### src/rtl/mdu_pkg.sv
package mdu_pkg;
    localparam int DATA_W = 8;
    localparam int IDX_W  = $clog2(DATA_W);
    localparam int OVS    = 16;
    localparam int SUB_W  = $clog2(OVS);
    localparam int MID    = OVS / 2 - 1;
    localparam int MIN_BITS = 5;

    typedef enum logic [2:0] {
        ST_IDLE,
        ST_START,
        ST_DATA,
        ST_TAG,
        ST_STOP
    } ser_st_e;

    typedef struct packed {
        logic              ferr;
        logic              tag;
        logic [DATA_W-1:0] data;
    } rx_word_t;
endpackage

### src/rtl/mdu_tick.sv
module mdu_tick #(
    parameter int DIV = 4
) (
    input  logic clk,
    input  logic rst_n,
    output logic tick
);
    localparam int CW = (DIV > 1) ? $clog2(DIV) : 1;

    typedef struct packed {
        logic [CW-1:0] cnt;
        logic          tick;
    } tick_t;

    tick_t q, d;

    always_comb begin
        d      = q;
        d.tick = 1'b0;
        if (q.cnt == CW'(DIV - 1)) begin
            d.cnt  = '0;
            d.tick = 1'b1;
        end else begin
            d.cnt = q.cnt + 1'b1;
        end
    end

    always_ff @(posedge clk) begin
        if (!rst_n) q <= '0;
        else        q <= d;
    end

    assign tick = q.tick;
endmodule

### src/rtl/mdu_tx.sv
module mdu_tx
    import mdu_pkg::*;
(
    input  logic              clk,
    input  logic              rst_n,
    input  logic              tick,
    input  logic              wr_en,
    input  logic [DATA_W-1:0] wr_data,
    input  logic              tag_pol,
    input  logic [1:0]        nbits_code,
    input  logic              two_stop,
    output logic              txd,
    output logic              tx_ready
);
    typedef struct packed {
        logic              hold_full;
        logic [DATA_W-1:0] hold_data;
        logic              hold_tag;
        ser_st_e           st;
        logic [SUB_W-1:0]  sub;
        logic [IDX_W-1:0]  idx;
        logic [IDX_W-1:0]  last;
        logic [DATA_W-1:0] shreg;
        logic              tag;
        logic              two;
        logic              second;
        logic              txd;
    } tx_t;

    tx_t q, d;

    always_comb begin
        d = q;
        if (!q.hold_full && wr_en) begin
            d.hold_full = 1'b1;
            d.hold_data = wr_data;
            d.hold_tag  = tag_pol;
        end
        if (q.st == ST_IDLE) begin
            if (q.hold_full) begin
                d.hold_full = 1'b0;
                d.st        = ST_START;
                d.shreg     = q.hold_data;
                d.tag       = q.hold_tag;
                d.last      = IDX_W'(nbits_code) + IDX_W'(MIN_BITS - 1);
                d.two       = two_stop;
                d.second    = 1'b0;
                d.sub       = '0;
                d.txd       = 1'b0;
            end
        end else if (tick) begin
            d.sub = q.sub + 1'b1;
            if (q.sub == SUB_W'(OVS - 1)) begin
                d.sub = '0;
                case (q.st)
                    ST_START: begin
                        d.st  = ST_DATA;
                        d.idx = '0;
                        d.txd = q.shreg[0];
                    end
                    ST_DATA: begin
                        if (q.idx == q.last) begin
                            d.st  = ST_TAG;
                            d.txd = q.tag;
                        end else begin
                            d.idx   = q.idx + 1'b1;
                            d.shreg = q.shreg >> 1;
                            d.txd   = q.shreg[1];
                        end
                    end
                    ST_TAG: begin
                        d.st  = ST_STOP;
                        d.txd = 1'b1;
                    end
                    ST_STOP: begin
                        if (q.two && !q.second) d.second = 1'b1;
                        else                    d.st     = ST_IDLE;
                    end
                    default: begin
                        d.st  = ST_IDLE;
                        d.txd = 1'b1;
                    end
                endcase
            end
        end
    end

    always_ff @(posedge clk) begin
        if (!rst_n) begin
            q     <= '0;
            q.st  <= ST_IDLE;
            q.txd <= 1'b1;
        end else begin
            q <= d;
        end
    end

    assign txd      = q.txd;
    assign tx_ready = !q.hold_full;
endmodule

### src/rtl/mdu_rx.sv
module mdu_rx
    import mdu_pkg::*;
(
    input  logic              clk,
    input  logic              rst_n,
    input  logic              tick,
    input  logic              rxd,
    input  logic [1:0]        nbits_code,
    output logic              done,
    output logic [DATA_W-1:0] done_data,
    output logic              done_tag,
    output logic              done_ferr
);
    typedef struct packed {
        logic              s1;
        logic              s2;
        ser_st_e           st;
        logic [SUB_W-1:0]  sub;
        logic [IDX_W-1:0]  idx;
        logic [DATA_W-1:0] data;
        logic              tag;
        logic              ferr;
        logic              done;
    } rx_t;

    rx_t q, d;
    logic [IDX_W-1:0] last;

    assign last = IDX_W'(nbits_code) + IDX_W'(MIN_BITS - 1);

    always_comb begin
        d      = q;
        d.s1   = rxd;
        d.s2   = q.s1;
        d.done = 1'b0;
        if (q.st == ST_IDLE) begin
            if (!q.s2) begin
                d.st  = ST_START;
                d.sub = '0;
            end
        end else if (tick) begin
            d.sub = q.sub + 1'b1;
            case (q.st)
                ST_START: begin
                    if (q.sub == SUB_W'(MID)) begin
                        d.sub = '0;
                        if (!q.s2) begin
                            d.st   = ST_DATA;
                            d.idx  = '0;
                            d.data = '0;
                        end else begin
                            d.st = ST_IDLE;
                        end
                    end
                end
                ST_DATA: begin
                    if (q.sub == SUB_W'(OVS - 1)) begin
                        d.sub         = '0;
                        d.data[q.idx] = q.s2;
                        if (q.idx == last) d.st  = ST_TAG;
                        else               d.idx = q.idx + 1'b1;
                    end
                end
                ST_TAG: begin
                    if (q.sub == SUB_W'(OVS - 1)) begin
                        d.sub = '0;
                        d.tag = q.s2;
                        d.st  = ST_STOP;
                    end
                end
                ST_STOP: begin
                    if (q.sub == SUB_W'(OVS - 1)) begin
                        d.sub  = '0;
                        d.ferr = !q.s2;
                        d.done = 1'b1;
                        d.st   = ST_IDLE;
                    end
                end
                default: d.st = ST_IDLE;
            endcase
        end
    end

    always_ff @(posedge clk) begin
        if (!rst_n) begin
            q    <= '0;
            q.s1 <= 1'b1;
            q.s2 <= 1'b1;
            q.st <= ST_IDLE;
        end else begin
            q <= d;
        end
    end

    assign done      = q.done;
    assign done_data = q.data;
    assign done_tag  = q.tag;
    assign done_ferr = q.ferr;
endmodule

### src/rtl/mdu_fifo.sv
module mdu_fifo #(
    parameter int DEPTH = 4,
    parameter int W     = 10,
    localparam int CW   = $clog2(DEPTH + 1)
) (
    input  logic          clk,
    input  logic          rst_n,
    input  logic          push,
    input  logic [W-1:0]  wdata,
    input  logic          pop,
    output logic [W-1:0]  rdata,
    output logic          empty,
    output logic          full,
    output logic [CW-1:0] count
);
    localparam int PW = (DEPTH > 1) ? $clog2(DEPTH) : 1;

    typedef struct packed {
        logic [DEPTH-1:0][W-1:0] mem;
        logic [PW-1:0]           wp;
        logic [PW-1:0]           rp;
        logic [CW-1:0]           cnt;
    } fifo_t;

    fifo_t q, d;
    logic  pop_ok, push_ok;

    assign empty   = (q.cnt == '0);
    assign full    = (q.cnt == CW'(DEPTH));
    assign pop_ok  = pop && !empty;
    assign push_ok = push && (!full || pop_ok);

    always_comb begin
        d = q;
        if (push_ok) begin
            d.mem[q.wp] = wdata;
            d.wp        = (q.wp == PW'(DEPTH - 1)) ? '0 : q.wp + 1'b1;
        end
        if (pop_ok) begin
            d.rp = (q.rp == PW'(DEPTH - 1)) ? '0 : q.rp + 1'b1;
        end
        d.cnt = q.cnt + CW'(push_ok) - CW'(pop_ok);
    end

    always_ff @(posedge clk) begin
        if (!rst_n) q <= '0;
        else        q <= d;
    end

    assign rdata = q.mem[q.rp];
    assign count = q.cnt;
endmodule

### src/rtl/mdrop_uart.sv
module mdrop_uart
    import mdu_pkg::*;
#(
    parameter int TICK_DIV   = 4,
    parameter int FIFO_DEPTH = 4
) (
    input  logic              clk,
    input  logic              rst_n,
    input  logic [1:0]        cfg_nbits,
    input  logic              cfg_two_stop,
    input  logic              cfg_tag_pol,
    input  logic              rx_enable,
    input  logic              wr_en,
    input  logic [DATA_W-1:0] wr_data,
    output logic              tx_ready,
    output logic              txd,
    input  logic              rxd,
    input  logic              rd_en,
    output logic              rx_ready,
    output logic [DATA_W-1:0] rd_data,
    output logic              rd_tag,
    output logic              rd_ferr,
    output logic              overrun
);
    localparam int ENTRY_W = $bits(rx_word_t);
    localparam int CNT_W   = $clog2(FIFO_DEPTH + 1);

    typedef struct packed {
        logic ovr;
    } top_t;

    top_t q, d;

    logic              tick;
    logic              rx_done;
    logic [DATA_W-1:0] rx_data;
    logic              rx_tag;
    logic              rx_ferr;
    logic              accept;
    logic              fifo_empty;
    logic              fifo_full;
    logic [CNT_W-1:0]  fifo_cnt;
    rx_word_t          in_word;
    rx_word_t          head_word;

    mdu_tick #(.DIV(TICK_DIV)) u_tick (
        .clk  (clk),
        .rst_n(rst_n),
        .tick (tick)
    );

    mdu_tx u_tx (
        .clk       (clk),
        .rst_n     (rst_n),
        .tick      (tick),
        .wr_en     (wr_en),
        .wr_data   (wr_data),
        .tag_pol   (cfg_tag_pol),
        .nbits_code(cfg_nbits),
        .two_stop  (cfg_two_stop),
        .txd       (txd),
        .tx_ready  (tx_ready)
    );

    mdu_rx u_rx (
        .clk       (clk),
        .rst_n     (rst_n),
        .tick      (tick),
        .rxd       (rxd),
        .nbits_code(cfg_nbits),
        .done      (rx_done),
        .done_data (rx_data),
        .done_tag  (rx_tag),
        .done_ferr (rx_ferr)
    );

    assign accept       = rx_done && (rx_enable || rx_tag);
    assign in_word.ferr = rx_ferr;
    assign in_word.tag  = rx_tag;
    assign in_word.data = rx_data;

    mdu_fifo #(.DEPTH(FIFO_DEPTH), .W(ENTRY_W)) u_fifo (
        .clk  (clk),
        .rst_n(rst_n),
        .push (accept),
        .wdata(in_word),
        .pop  (rd_en),
        .rdata(head_word),
        .empty(fifo_empty),
        .full (fifo_full),
        .count(fifo_cnt)
    );

    always_comb begin
        d = q;
        if (accept && fifo_full && !rd_en) d.ovr = 1'b1;
    end

    always_ff @(posedge clk) begin
        if (!rst_n) q <= '0;
        else        q <= d;
    end

    assign rx_ready = !fifo_empty;
    assign rd_data  = head_word.data;
    assign rd_tag   = head_word.tag;
    assign rd_ferr  = head_word.ferr;
    assign overrun  = q.ovr;
endmodule

### config.mk
export PLATFORM = sky130hd
export DESIGN_NAME = mdrop_uart
export DESIGN_NICKNAME = d
export VERILOG_FILES = /design/src/rtl/mdu_pkg.sv /design/src/rtl/mdu_tick.sv /design/src/rtl/mdu_tx.sv /design/src/rtl/mdu_rx.sv /design/src/rtl/mdu_fifo.sv /design/src/rtl/mdrop_uart.sv
export SDC_FILE = /design/constraint.sdc
export NUM_CORES = 1
export LEC_CHECK = 0
export CAP_MARGIN = 10
export CELL_PAD_IN_SITES_DETAIL_PLACEMENT = 2
export CELL_PAD_IN_SITES_GLOBAL_PLACEMENT = 2
export CORE_ASPECT_RATIO = 1.4
export CORE_MARGIN = 2
export CORE_UTILIZATION = 33
export DETAILED_ROUTE_END_ITERATION = 8
export PLACE_DENSITY = 0.76
export SETUP_SLACK_MARGIN = 0.3
export SKIP_LAST_GASP = 1
export SYNTH_ARGS = -nofsm -noshare
export SYNTH_HDL_FRONTEND = slang
export SYNTH_HIERARCHICAL = 1
export SYNTH_SLANG_ARGS = --single-unit
### constraint.sdc
create_clock -name clk -period 2.24 [get_ports clk]
set_input_delay 0.448 -clock clk [delete_from_list [all_inputs] [get_ports clk]]
set_output_delay 0.448 -clock clk [all_outputs]
set_load 0.05 [all_outputs]
# Word-level counts from Yosys, hierarchy flattened
# Cells that the tools add are included.
# totals
reg_bits,109
input_bits,18
out_inout_bits,14
word_cells,181
# classes
add_sub_neg,10
order_cmp,5
n_eq_ne,33
n_mux,54
bitwise,5
reduce_logical,43
# op_table
operator,count
$mux 10,5
$mux 7,6
$bwmux 40,1
$mux 8,5
$mux 18,2
$pmux 3 s4,2
$pmux 11 s2,1
$mux 21,1
$bmux 10 s2,1
$demux 10 s2,1
$reduce_and 5->1,4
$ne 3x1->1 const B,6
$mux 2,8
$pmux 4 s4,1
$reduce_bool 2->1,8
$mux 3,5
$reduce_and 7->1,2
$eq 3x2->1 const B,4
$mux 12,1
$reduce_and 4->1,3
$mux 11,1
$ne 2x1->1 const B,5
$eq 3x3->1 const B,3
$logic_and 1x1->1,9
30 further kinds,65

# Longest topological paths before layout
# logic_depth
word_depth,9
mapped_depth,10

# Cells and area by module
# Netlist, hierarchy kept.
# modules_own_cells
module,instances,cells_per_inst,area_per_inst_um2,seq_area_each_um2
mdu_fifo,1,206,2207.1,940.9
mdu_tx,1,217,1661.6,700.7
mdu_rx,1,162,1282.5,460.4
mdu_tick,1,7,101.3,60.1
mdrop_uart,1,5,48.8,20.0

# Least setup slack after synthesis
# No wires, ideal clock.
# synth_path
kind,input port to flip-flop
start,input rd_en
end,"register u_fifo.q, in the netlist u_fifo/count[2]"
arrival_time_ns,2.220
path_slack_ns,-0.095
cell_stages,10
n_path_buf,1
cell_sequence,nor4b_2 -> buf_6 -> nand2b_4 -> ha_1 -> inv_1 -> ha_1 -> fa_1 -> xor2_1 -> xnor2_1 -> and2_1
# synth_between
elab_chain_len,5
# synth_lines
item,line,rtl
from (decl),mdrop_uart.sv:18,"input logic rd_en,"
$logic_and 1x1->1 *,mdu_fifo.sv:30,assign pop_ok = pop && !empty;
$logic_or 1x1->1,mdu_fifo.sv:31,assign push_ok = push && (!full || pop_ok);
$logic_and 1x1->1,mdu_fifo.sv:31,
$add 3x1->3,mdu_fifo.sv:42,d.cnt = q.cnt + CW'(push_ok) - CW'(pop_ok);
$sub 3x1->3 *,mdu_fifo.sv:42,
to (signal assigned),mdu_fifo.sv:46,if (!rst_n) q <= '0;
to (signal assigned),mdu_fifo.sv:47,else q <= d;
to (decl),mdu_fifo.sv:25,"fifo_t q, d;"
# Every way passes the cells marked *; elsewhere a longest branch is shown, timed or not.
# A chain may end at the register's enable or synchronous reset.

# Worst setup path after layout
# layout_path
start,"register u_fifo.q, in the netlist u_fifo/count[0]"
end,"register u_fifo.q, in the netlist u_fifo/count[2]"
# layout_between
elab_chain_len,7
elab_cells_between_ends,9
cone_classes,2 x add/sub; 1 x eq/ne; 6 x reduce/logical
# layout_lines
item,line,rtl
$logic_not 3->1 *,mdu_fifo.sv:28,assign empty = (q.cnt == '0);
$logic_not 1->1 *,mdu_fifo.sv:30,
$logic_and 1x1->1 *,mdu_fifo.sv:30,
net u_fifo.pop_ok,mdu_fifo.sv:26,"logic pop_ok, push_ok;"
$logic_or 1x1->1,mdu_fifo.sv:31,
$logic_and 1x1->1,mdu_fifo.sv:31,
$add 3x1->3,mdu_fifo.sv:42,
$sub 3x1->3 *,mdu_fifo.sv:42,
# The timed path passes the listed nets; every way through them passes the cells marked *.

==> results.md <==
* Critical path type: flop to flop
* Synth Cell Area at around 5300 sq um
* Port bufs at 31
* Global-route wire length before repair at about 25000 um
* Total GRT Usage at 0.182
* Clock Latency Late Sink at approximately 0.35 ns
* Full die area at 17000 sq um
* LEAKAGE at 2.35 nW
* Final setup viols at 0
* Final worst slack at about 0.14 ns
* Core box area at approximately 16000 sq um
* Core Rows at between 50 and 60
* Via density at 5.25
* Diode count at 0
* Slew @ Worst Pin at 0.615 ns
* MaxCap Viol Count at 0
* GRT overflow at 0
* Initial antenna violation count at 0
* Clock slew at reported path FFs at about 0.07 ns
* Crit path launch type: flop
* Slew Limit Fails at 0
* Status: finished clean
* First-pass DRT Iterations at 4
* CP max-delay cell: dfxtp_4
* Core Util, Final at 0.412
* Max VDD drop at 0.372 mV
* Internal reg-to-reg setup slack at 0.14 ns
* CP Cell Sequence: o31ai_4 > inv_2 > ha_4 > inv_2 > ha_4 > fa_2 > xor2_1 > xnor2_1 > and2_1
* Vias at approximately 4400
* Final WL at around 15000 um
* Final ANT Viol Nets at 0
* Root Buffer: clkbuf_16
* CTS Buffer Depth at 2
* Fin crit share at 0.939
* CTS Hold Buffers Added at 0
* Mapped Nets at ~630
* Layout cells sized above 1 at 0.202
* IO Count at 32
* CTS tree: built
* Worst path required time at roughly 2.5 ns
* Layout net count at 668
* Initial Util at 0.338
* Critical Path AT at approximately 2.4 ns
* Crit. End Element: flop
* Worst slack, placed at -0.406 ns
* RSZ-0062 raised after global routing: true
* PwrDens at between 700 and 800 nW/um^2
* Number of fill cells at about 1700
* DPL Wire Length at 10600 um
* Die height at roughly 150 um
* Global placer's final weighted congestion at around 0.78
* CP peak stage delay at 0.37 ns
* Skew final at 0.00395 ns
* Tmin final at between 2 and 2.5 ns
* Placed Area at between 5000 and 6000 sq um
* Final hold violation count at 0
* # DRC at 0
* Synth Instances at between 500 and 600
* Die width at about 110 um
* H-tree depth at 3
* Initial DRC Count at roughly 180
* Hold Path Class: flop to flop
* Routed length per instance at 18.2 um
* Clock sink count at around 110
* Fmax at roughly 480 MHz
* Syn_area_per_cell at roughly 8.9 sq um
* Largest net degree at the start of global routing at 39
* Area growth syn-to-layout at 21.7%
* Cts bufs inserted at 9
* Slew Limit Headroom at 0.590
* Worst-path maximum fanout at 3
* Post-route cell area at ~6400 sq um
* Vias in the first global route at about 4900
* YS warnings at 6
## registers in the layout, summed over array words and instances (netlist names)
signal / count
u_tx/txd: 1
u_rx/d: 1
u_rx/done_tag: 1
overrun: 1
u_fifo/q: 44
u_tick/tick: 1
u_fifo/count: 3
u_rx/q: 11
u_tick/q: 2
u_rx/done: 1
u_rx/done_data: 8
u_tx/q: 34
u_rx/done_ferr: 1
## layout make-up
type,instances,area [sq um],area share
inverter,17,63.8,0.00993
clock inverter,7,73.8,0.0115
clock buffer,9,225,0.0351
sequential,109,2210,0.345
multi-input combinational,428,2930,0.456
tap,196,245,0.0382
timing repair buffer,72,673,0.105
## layer usage
layer	up-vias	share of wire	GRT usage
li1	2121	-	-
met1	2216	0.39	0.188
met2	46	0.58	0.365
met3	13	0.020	0.0355
met4	0	0.011	0.0500
met5	-	0	0
## path summary, 6_finish.rpt
kind / start / to / cells after the start
min: u_rx/d[21] / u_rx/q[21] / 1
max reg2reg: u_fifo/count[0] / u_fifo/count[2] / 9
min reg2reg: u_rx/d[21] / u_rx/q[21] / 1
max: u_fifo/count[0] / u_fifo/count[2] / 9
## timing repair
item                                    CTS  global route
pin swaps                                11             7
buffers inserted                          9             8
endpoints found under the setup margin   29            23
cloned                                    1             0
resized for setup                        48            16
## layout by cell type, fill, tap and decap left out, types with 10 or more instances in the layout
cell type	instances
nand2_1	142
dfxtp_1	98
mux2i_1	52
buf_4	36
a21oi_1	34
o21ai_0	28
nor2_1	27
inv_1	14
clkdlybuf4s50_1	14
nand3_1	11
mux4_2	10
## critical path: cells and delay by family, from the launching register on
kind | cells | cell delay (ns)
compound gates | 1 | 0.29
xor+xnor | 2 | 0.31
fa+ha+maj | 3 | 0.77
buf+inv | 2 | 0.11
flops | 1 | 0.37
simple gates | 1 | 0.15
## stage by stage
stage / hold slack (ns) / std cells / power, mW / setup TNS [ns]
finish: 0.417 / 838 / 4.69 / 0
detailed placement: 0.408 / 804 / 2.92 / -0.733
CTS: 0.426 / 830 / 4.75 / 0
global route: 0.440 / 838 / 4.95 / 0
global placement: 0.394 / 804 / 2.86 / -0.562
floorplan: 0.386 / 594 / 2.65 / 0
## where the power goes
group,internal [mW],switching (mW)
clock network,0.874,0.758
registers,2.02,0.0987
logic,0.441,0.502
No activity file was read; power rests on OpenSTA's default activity.
